$ cat src/rtl/lcd_table_refresh.sv
module lcd_table_refresh #(
  parameter int POS_W  = 5,
  parameter int ADDR_W = 8,
  parameter int CHAR_W = 8,
  localparam int ENTRY_W = 3*POS_W + 2*ADDR_W + 5
) (
  input  logic              clk,
  input  logic              rst_n,
  input  logic [1:0]        cmd,
  output logic              busy,
  input  logic              chr_we,
  input  logic [ADDR_W-1:0] chr_waddr,
  input  logic [CHAR_W-1:0] chr_wdata,
  input  logic              tbl_we,
  input  logic [POS_W-1:0]  tbl_waddr,
  input  logic [ENTRY_W-1:0] tbl_wdata,
  output logic              disp_we,
  output logic [POS_W-1:0]  disp_pos,
  output logic [CHAR_W-1:0] disp_char
);
  localparam int NROW  = 1 << POS_W;
  localparam int NCHR  = 1 << ADDR_W;
  localparam int WL_LO = 0;
  localparam int SA_LO = POS_W;
  localparam int WB_LO = SA_LO + ADDR_W;
  localparam int LN_LO = WB_LO + ADDR_W;
  localparam int SP_LO = LN_LO + POS_W;
  localparam int DR_B  = SP_LO + POS_W;
  localparam int VL_B  = DR_B + 4;
  localparam logic [CHAR_W-1:0] BLANK = CHAR_W'(32);
  localparam logic [ENTRY_W-1:0] ROW0_INIT =
    (ENTRY_W'(1) << VL_B) | (ENTRY_W'(1) << DR_B) |
    (ENTRY_W'(NROW-1) << LN_LO) | ENTRY_W'(NROW-1);

  typedef enum logic [2:0] {S_IDLE, S_CLR, S_ENT, S_RUN, S_END} st_t;

  st_t st;
  logic [ENTRY_W-1:0] tbl [NROW];
  logic [CHAR_W-1:0]  cmem [NCHR];
  logic [ADDR_W-1:0]  clr_a, rd_a, a_end, a_base;
  logic [POS_W-1:0]   row, pos, left, pipe_pos;
  logic               dir, pipe_v;
  logic [CHAR_W-1:0]  rd_q;
  logic [ENTRY_W-1:0] cur;

  assign cur       = tbl[row];
  assign busy      = (st != S_IDLE);
  assign disp_we   = pipe_v;
  assign disp_pos  = pipe_pos;
  assign disp_char = rd_q;

  always_ff @(posedge clk or negedge rst_n) begin
    if (!rst_n) begin
      for (int i = 0; i < NROW; i++) tbl[i] <= (i == 0) ? ROW0_INIT : '0;
    end else if (tbl_we) begin
      tbl[tbl_waddr] <= tbl_wdata;
    end
  end

  always_ff @(posedge clk) begin
    if (st == S_CLR) cmem[clr_a] <= BLANK;
    else if (chr_we) cmem[chr_waddr] <= chr_wdata;
  end

  always_ff @(posedge clk) rd_q <= cmem[rd_a];

  always_ff @(posedge clk or negedge rst_n) begin
    if (!rst_n) begin
      st       <= S_IDLE;
      clr_a    <= '0;
      rd_a     <= '0;
      a_end    <= '0;
      a_base   <= '0;
      row      <= '0;
      pos      <= '0;
      left     <= '0;
      dir      <= 1'b0;
      pipe_v   <= 1'b0;
      pipe_pos <= '0;
    end else begin
      pipe_v   <= (st == S_RUN);
      pipe_pos <= pos;
      unique case (st)
        S_IDLE: begin
          if (cmd == 2'b01) begin
            st    <= S_CLR;
            clr_a <= '0;
          end else if (cmd == 2'b10) begin
            st  <= S_ENT;
            row <= '0;
          end
        end
        S_CLR: begin
          clr_a <= clr_a + 1'b1;
          if (clr_a == ADDR_W'(NCHR-1)) st <= S_IDLE;
        end
        S_ENT: begin
          if (cur[VL_B]) begin
            pos    <= cur[SP_LO +: POS_W];
            left   <= cur[LN_LO +: POS_W];
            dir    <= cur[DR_B];
            rd_a   <= cur[SA_LO +: ADDR_W];
            a_base <= cur[WB_LO +: ADDR_W];
            a_end  <= cur[SA_LO +: ADDR_W] + ADDR_W'(cur[WL_LO +: POS_W]);
            st     <= S_RUN;
          end else if (row == POS_W'(NROW-1)) begin
            st <= S_IDLE;
          end else begin
            row <= row + 1'b1;
          end
        end
        S_RUN: begin
          rd_a <= (rd_a == a_end) ? a_base : rd_a + 1'b1;
          pos  <= dir ? pos + 1'b1 : pos - 1'b1;
          left <= left - 1'b1;
          if (left == '0) begin
            if (row == POS_W'(NROW-1)) st <= S_END;
            else begin
              row <= row + 1'b1;
              st  <= S_ENT;
            end
          end
        end
        S_END: st <= S_IDLE;
        default: st <= S_IDLE;
      endcase
    end
  end
endmodule

$ cat config.mk
export PLATFORM = sky130hd
export DESIGN_NAME = lcd_table_refresh
export DESIGN_NICKNAME = d
export VERILOG_FILES = /design/src/rtl/lcd_table_refresh.sv
export SDC_FILE = /design/constraint.sdc
export NUM_CORES = 2
export LEC_CHECK = 0
export BUFFER_PORTS_ARGS = -buffer_cell sky130_fd_sc_hd__buf_2
export CORE_UTILIZATION = 45
export DETAILED_ROUTE_END_ITERATION = 8
export MAX_ROUTING_LAYER = met4
export SYNTH_ARGS = -nofsm -noshare
export SYNTH_HDL_FRONTEND = slang
export SYNTH_SLANG_ARGS = --single-unit
$ cat constraint.sdc
create_clock -name clk -period 7.09 [get_ports clk]
set_clock_uncertainty 0.15 [all_clocks]
set_input_delay 1.418 -clock clk [delete_from_list [all_inputs] [get_ports clk]]
set_output_delay 1.418 -clock clk [all_outputs]
set_load 0.01 [all_outputs]
After elaboration in Yosys (flattened, before gate mapping):

Memories as Yosys holds them, arrays and structs flattened. A register that Yosys moved wholly into a read port is not among the register bits.
Index checks and enable logic that the tools add are counted.

* reduce and logical (&&, ||, !) cells: 13
* div/mod/pow operators: 0
* multiply operators: 0
* eq/ne operators: 17
* bitwise logic cells: 2
* $lt $le $gt $ge: 3
* shift operators: 0
* multiplexer cells: 38
* add/subtract/negate cells: 7

Operator list (number)
* $bwmux W1152: 1
* $bmux W36 S5: 1
* $demux W36 S5: 1
* $mux W36: 3
* $mux W5: 8
* $mux W8: 5
* $pmux W8 S2: 2
* $mux W3: 7
* $pmux W5 S2: 2
* $add A8 B1 Y8 const B: 2
* $pmux W5 S3: 1
* $ge A6 B6 Y1 const B: 2
* $not A5 Y6: 2
* $pmux W3 S4: 1
* $add A5 B1 Y5 const B: 2
* $ne A2 B2 Y1 const B: 5
* $sub A5 B1 Y5 const B: 2
* $add A8 B5 Y8: 1
* $eq A8 B8 Y1: 1
* $eq A8 B8 Y1 const B: 1
* $reduce_or A8 Y1: 1
* $eq A3 B2 Y1 const B: 2
* $lt A6 B1 Y1 const B: 1
* $mux W1: 6
* other kinds (14): 20

* word-level logic and storage cells: 124
* memories kept: 1
* bits of input ports: 63
* latch bits: 0
* RAM bits: 2048
* bits in registers: 1209
* output and inout port bits: 15
* ROM bits: 0

Memories
* cmem: words 256, bits a word 8, rd ports 1, clocked after Yosys merged registers in 1, write ports 1, line 39 `logic [CHAR_W-1:0] cmem [NCHR];`

Logic depth before layout (Yosys ltp):

* depth in word-level cells: 6
* gate-level depth with buffers: 19
* gate-level depth less buffers: 14

Worst setup path after synthesis:

No wires, ideal clock.

* path type: in2reg
* start point: input chr_we
* end point: memory cmem[0][5] (data pin)
* library setup time: 0.904 ns
* stages on the path: 5
* arrival: 5.275 ns
* required time: 6.036 ns
* setup slack: 0.761 ns
* cells stage by stage: and2_1 clkbuf_1 buf_2 buf_2 nand2b_1

* cells in the longest elaborated chain, start to end: 5

RTL lines
* start, declared: line 11 `input logic chr_we,`
* $mux W1: line 62 `else if (chr_we) cmem[chr_waddr] <= chr_wdata;`
* $mux W1: line 61 `if (st == S_CLR) cmem[clr_a] <= BLANK;`
* $mux W1 (not written as such): line 62
* $reduce_or A8 Y1 (no source line)
* $mux W8 (no source line)
* end, declared: line 39

Every way passes these cells.

Worst setup path in the final report:

* start point: register st[2]
* end point: memory cmem[118][3] (enable)

* cells in the longest elaborated chain, start to end: 5
* elaborated cells between the ends (all ways): 8
* those cells by class: 1 x eq/ne; 6 x mux; 1 x reduce/logical

RTL lines
* start, declared: line 37 `st_t st;`
* start signal, assigned: line 69 `st <= S_IDLE;`
* start signal, assigned: line 86 `st <= S_CLR;`
* start signal, assigned: line 89 `st <= S_ENT;`
* $eq A3 B1 Y1 (*): line 61
* $mux W1: line 61
* $mux W1 (not written as such): line 62
* $reduce_or A8 Y1 (no source line)
* $mux W8 (no source line) / $mux W1 (equally long branches)

Every way passes the cells marked *; elsewhere a longest branch is shown, timed or not.

==> results.sh <==
export IMPL_std_cell_rows=197
export IMPL_synth_avg_cell_area_um2=18.8
export IMPL_postCtsSetupRepairBufs=0
export IMPL_hold_path_class="reg2reg"
export IMPL_path_depth=5
export IMPL_grt_overflow_total=0
export IMPL_endpoint_kind="register"
export IMPL_numCtsBuffers=336
export IMPL_hold_violations=0
export IMPL_clk_root_buffer_cell="clkbuf_16"
export IMPL_r2r_end="cmem[118][3]"
export IMPL_yosysSeqAreaShare=0.686
export IMPL_cts_buffer_depth=4
export IMPL_cp_required_ps=7460
export IMPL_wl_met1_um=148000
export IMPL_whs_ps=292
export IMPL_drtAntennaViolNets=0
export IMPL_crit_buf_inv=0
export IMPL_ctsResizeCount=0
export IMPL_fin_cells=11042
export IMPL_nets=7044
export IMPL_hold_buffers=0
export IMPL_grt_pass1_vias=69197
export IMPL_routed_top_layer="met4"
export IMPL_dr_total_vias=67582
export IMPL_status="finished clean"
export IMPL_synthCells=6923
export IMPL_die_w_um=540
export IMPL_fin_crit_sh=0.725
export IMPL_placedCellCount=10406
export IMPL_drv_cap=0
export IMPL_die_y_um=540
export IMPL_drt_pass1_iter_count=5
export IMPL_area_growth_pct=12.0
export IMPL_ys_seq_elements=3169
export IMPL_dr_wl_met3_um=22900
export IMPL_grt_max_degree=201
export IMPL_cpLargestDelayFamily="simple AND/OR/NAND/NOR gates"
export IMPL_antenna_found_initial=23
export IMPL_cts_tree="done"
export IMPL_wl_um=347000
export IMPL_setup_viol=0
export IMPL_ys_flop_type="edfxtp_1"
export IMPL_post_drt_wl_per_cell_um=31.4
export IMPL_p_per_area_mw_per_mm2=374
export IMPL_route_detailed_drc=0
export IMPL_worst_slew_pin_slew_ps=1350
export IMPL_crit_chain="or3b_1, and2_1, o21ai_1, nand2_1, nor2_1"
export IMPL_crit_fanout=26
export IMPL_ir_drop_uv=275
export IMPL_cp_arrival_ps=5510
export IMPL_synth_edf_count=2048
export IMPL_start_kind="register"
export IMPL_placed_area_mm2=0.135
export IMPL_relSlewSlack=0.102
export IMPL_route_met2_wl_um=165000
export IMPL_die_area_mm2=0.292
export IMPL_rsz0062_at_grt="false"
export IMPL_hpwl_um=198000
export IMPL_utilization=0.507
export IMPL_critical_path_class="reg2reg"
export IMPL_power_leakage_nw=52.7
export IMPL_cts_sinks=3169
export IMPL_clk_pin_slew_ps=60
export IMPL_worstSetupStartpoint="st[2]"
export IMPL_cp_slowest_cell="o21ai_1"
export IMPL_grt_pass1_wl_um=502000
export IMPL_yosys_top_cells_area="edfxtp_1 (47%), dfrtp_1 (21%), mux4_2 (14%)"
export IMPL_core_area_mm2=0.288
export IMPL_r2r_slack_ps=1950
export IMPL_period_needed_ps=5140
export IMPL_crit_end="cmem[118][3]"
export IMPL_track_usage=0.244
export IMPL_synthDistinctLibCells=70
export IMPL_fillers=23095
export IMPL_dp_slack_ps=1420
export IMPL_fmax_ghz=0.194
export IMPL_gp_congestion=0.865
export IMPL_port_buffer_count=74
export IMPL_boundaryPins=78
export IMPL_netlist_area_mm2=0.130
export IMPL_yosys_warnings=0
export IMPL_worst_r2r_startpoint="st[2]"
export IMPL_r2r_cells=5
export IMPL_crit_path_max_incr_delay_ps=1150
export IMPL_total_power_mw=54.7
export IMPL_synth_net_count=7004
export IMPL_drv_slew=0
export IMPL_viasPerCell=6.12
export IMPL_ctsHtreeMaxLevel=5
export IMPL_synth_top_area_cell="edfxtp_1"
export IMPL_ys_async_sr_fraction=0.351
export IMPL_fin_area_mm2=0.146
export IMPL_synth_top_area_share=0.471
export IMPL_setup_ws_ps=1950
export IMPL_clk_latency_ps=940
export IMPL_drtIter0Drc=6757
export IMPL_initial_core_util=0.453
export IMPL_setup_tns_final_ps=0
export IMPL_drive_above_1_share=0.374
worst min path at each step:
stage | to | slack, ps | start | cells after the start
6_report | disp_pos[2] | 290 | pos[2] | 0
5_1_grt | disp_pos[2] | 320 | pos[2] | 0
4_1_cts | disp_pos[2] | 300 | pos[2] | 0
3_5_place_dp | disp_pos[2] | 270 | pos[2] | 0
3_3_place_gp | disp_pos[2] | 270 | pos[2] | 0
2_1_floorplan | disp_pos[4] | 220 | pos[4] | 0
flip-flops by register name, indices dropped and copies added (netlist names):
signal / flops
disp_char: 8
disp_pos: 5
left: 5
cmem: 2048
disp_we: 1
st: 3
dir: 1
a_end: 8
a_base: 8
clr_a: 8
rd_a: 8
tbl: 1056
pos: 5
row: 5
worst reg2reg max path, cell delays in order, from the launching register on:
cell     delay, ps
dfrtp_1        440
or3b_1         620
and2_1         570
o21ai_1       1150
nand2_1        860
nor2_1         960
cell families (layout without fill, tap and decap cells):
family / count (synthesis) / count (layout) / share of synthesized area
adders and majority gates: 18 / 18 / 0.00184
muxes: 2097 / 2097 / 0.250
DFF: 3169 / 3169 / 0.686
other: 0 / 20 / 0
and+or+nand+nor: 670 / 670 / 0.0222
AOI/OAI and AO/OA: 395 / 395 / 0.0205
xor gates and xnor gates: 24 / 24 / 0.00161
buffers and inverters: 550 / 868 / 0.0180
synth_stat cells, drive strengths merged (32+ instances only):
cell type and count:
a21oi 89, a221oi 41, a31oi 32, buf 227
clkbuf 293, dfrtp 1101, edfxtp 2048, mux2 1067
mux2i 209, mux4 821, nand2 200, nor2 320
o21ai 75
final cells by class:
cell class                 instances  area, µm²  share of cell area
antenna                           20       50.0            0.000342
inverter                          30        118            0.000805
clock buffer                     453       9310              0.0637
multi-input combinational       3204      38900               0.266
sequential                      3169      89600               0.613
clock inverter                   163       1620              0.0111
timing repair buffer             222       1830              0.0125
tap                             3781       4730              0.0324
where the power goes:
| part | internal [mW] | total, mW | switching [mW] |
|---|---|---|---|
| Sequential | 21.6 | 22.8 | 1.19 |
| Clock | 10.0 | 17.4 | 7.39 |
| Combinational | 6.48 | 14.5 | 7.99 |
routing by layer:
layer | global-route usage | vias to the layer above
met2 | 0.375 | 2556
met4 | 0.0754 | 0
li1 | - | 27591
met1 | 0.340 | 36817
met5 | - | -
met3 | 0.0348 | 618
cell usage in the layout (no fill, tap or decap), types with 10 or more instances in the layout:
cell and n:
clkinv_2 65, nor2_1 300, xor2_1 11, mux2_2 1067, nand2_4 15, nand2_1 183
nor2_4 18, dfstp_2 12, and3_1 10, buf_4 121, nor3_1 13, ha_1 16
mux2i_1 209, clkinv_1 43, clkbuf_1 75, nand3_1 23, diode_2 20, o21ai_0 74
clkbuf_8 38, inv_1 25, nand2b_1 21, buf_12 27, mux4_2 821, a31oi_1 32
o211ai_1 17, nor3b_1 10, xnor2_1 13, a211oi_1 12, dfrtp_1 1090, buf_2 73
a22oi_1 24, a221oi_1 41, clkbuf_16 340, or2_2 18, bufinv_16 21, nand3b_1 14
a21oi_1 89, edfxtp_1 2048, o221ai_1 28, o22ai_1 11
(Power assumes the default switching activity.)
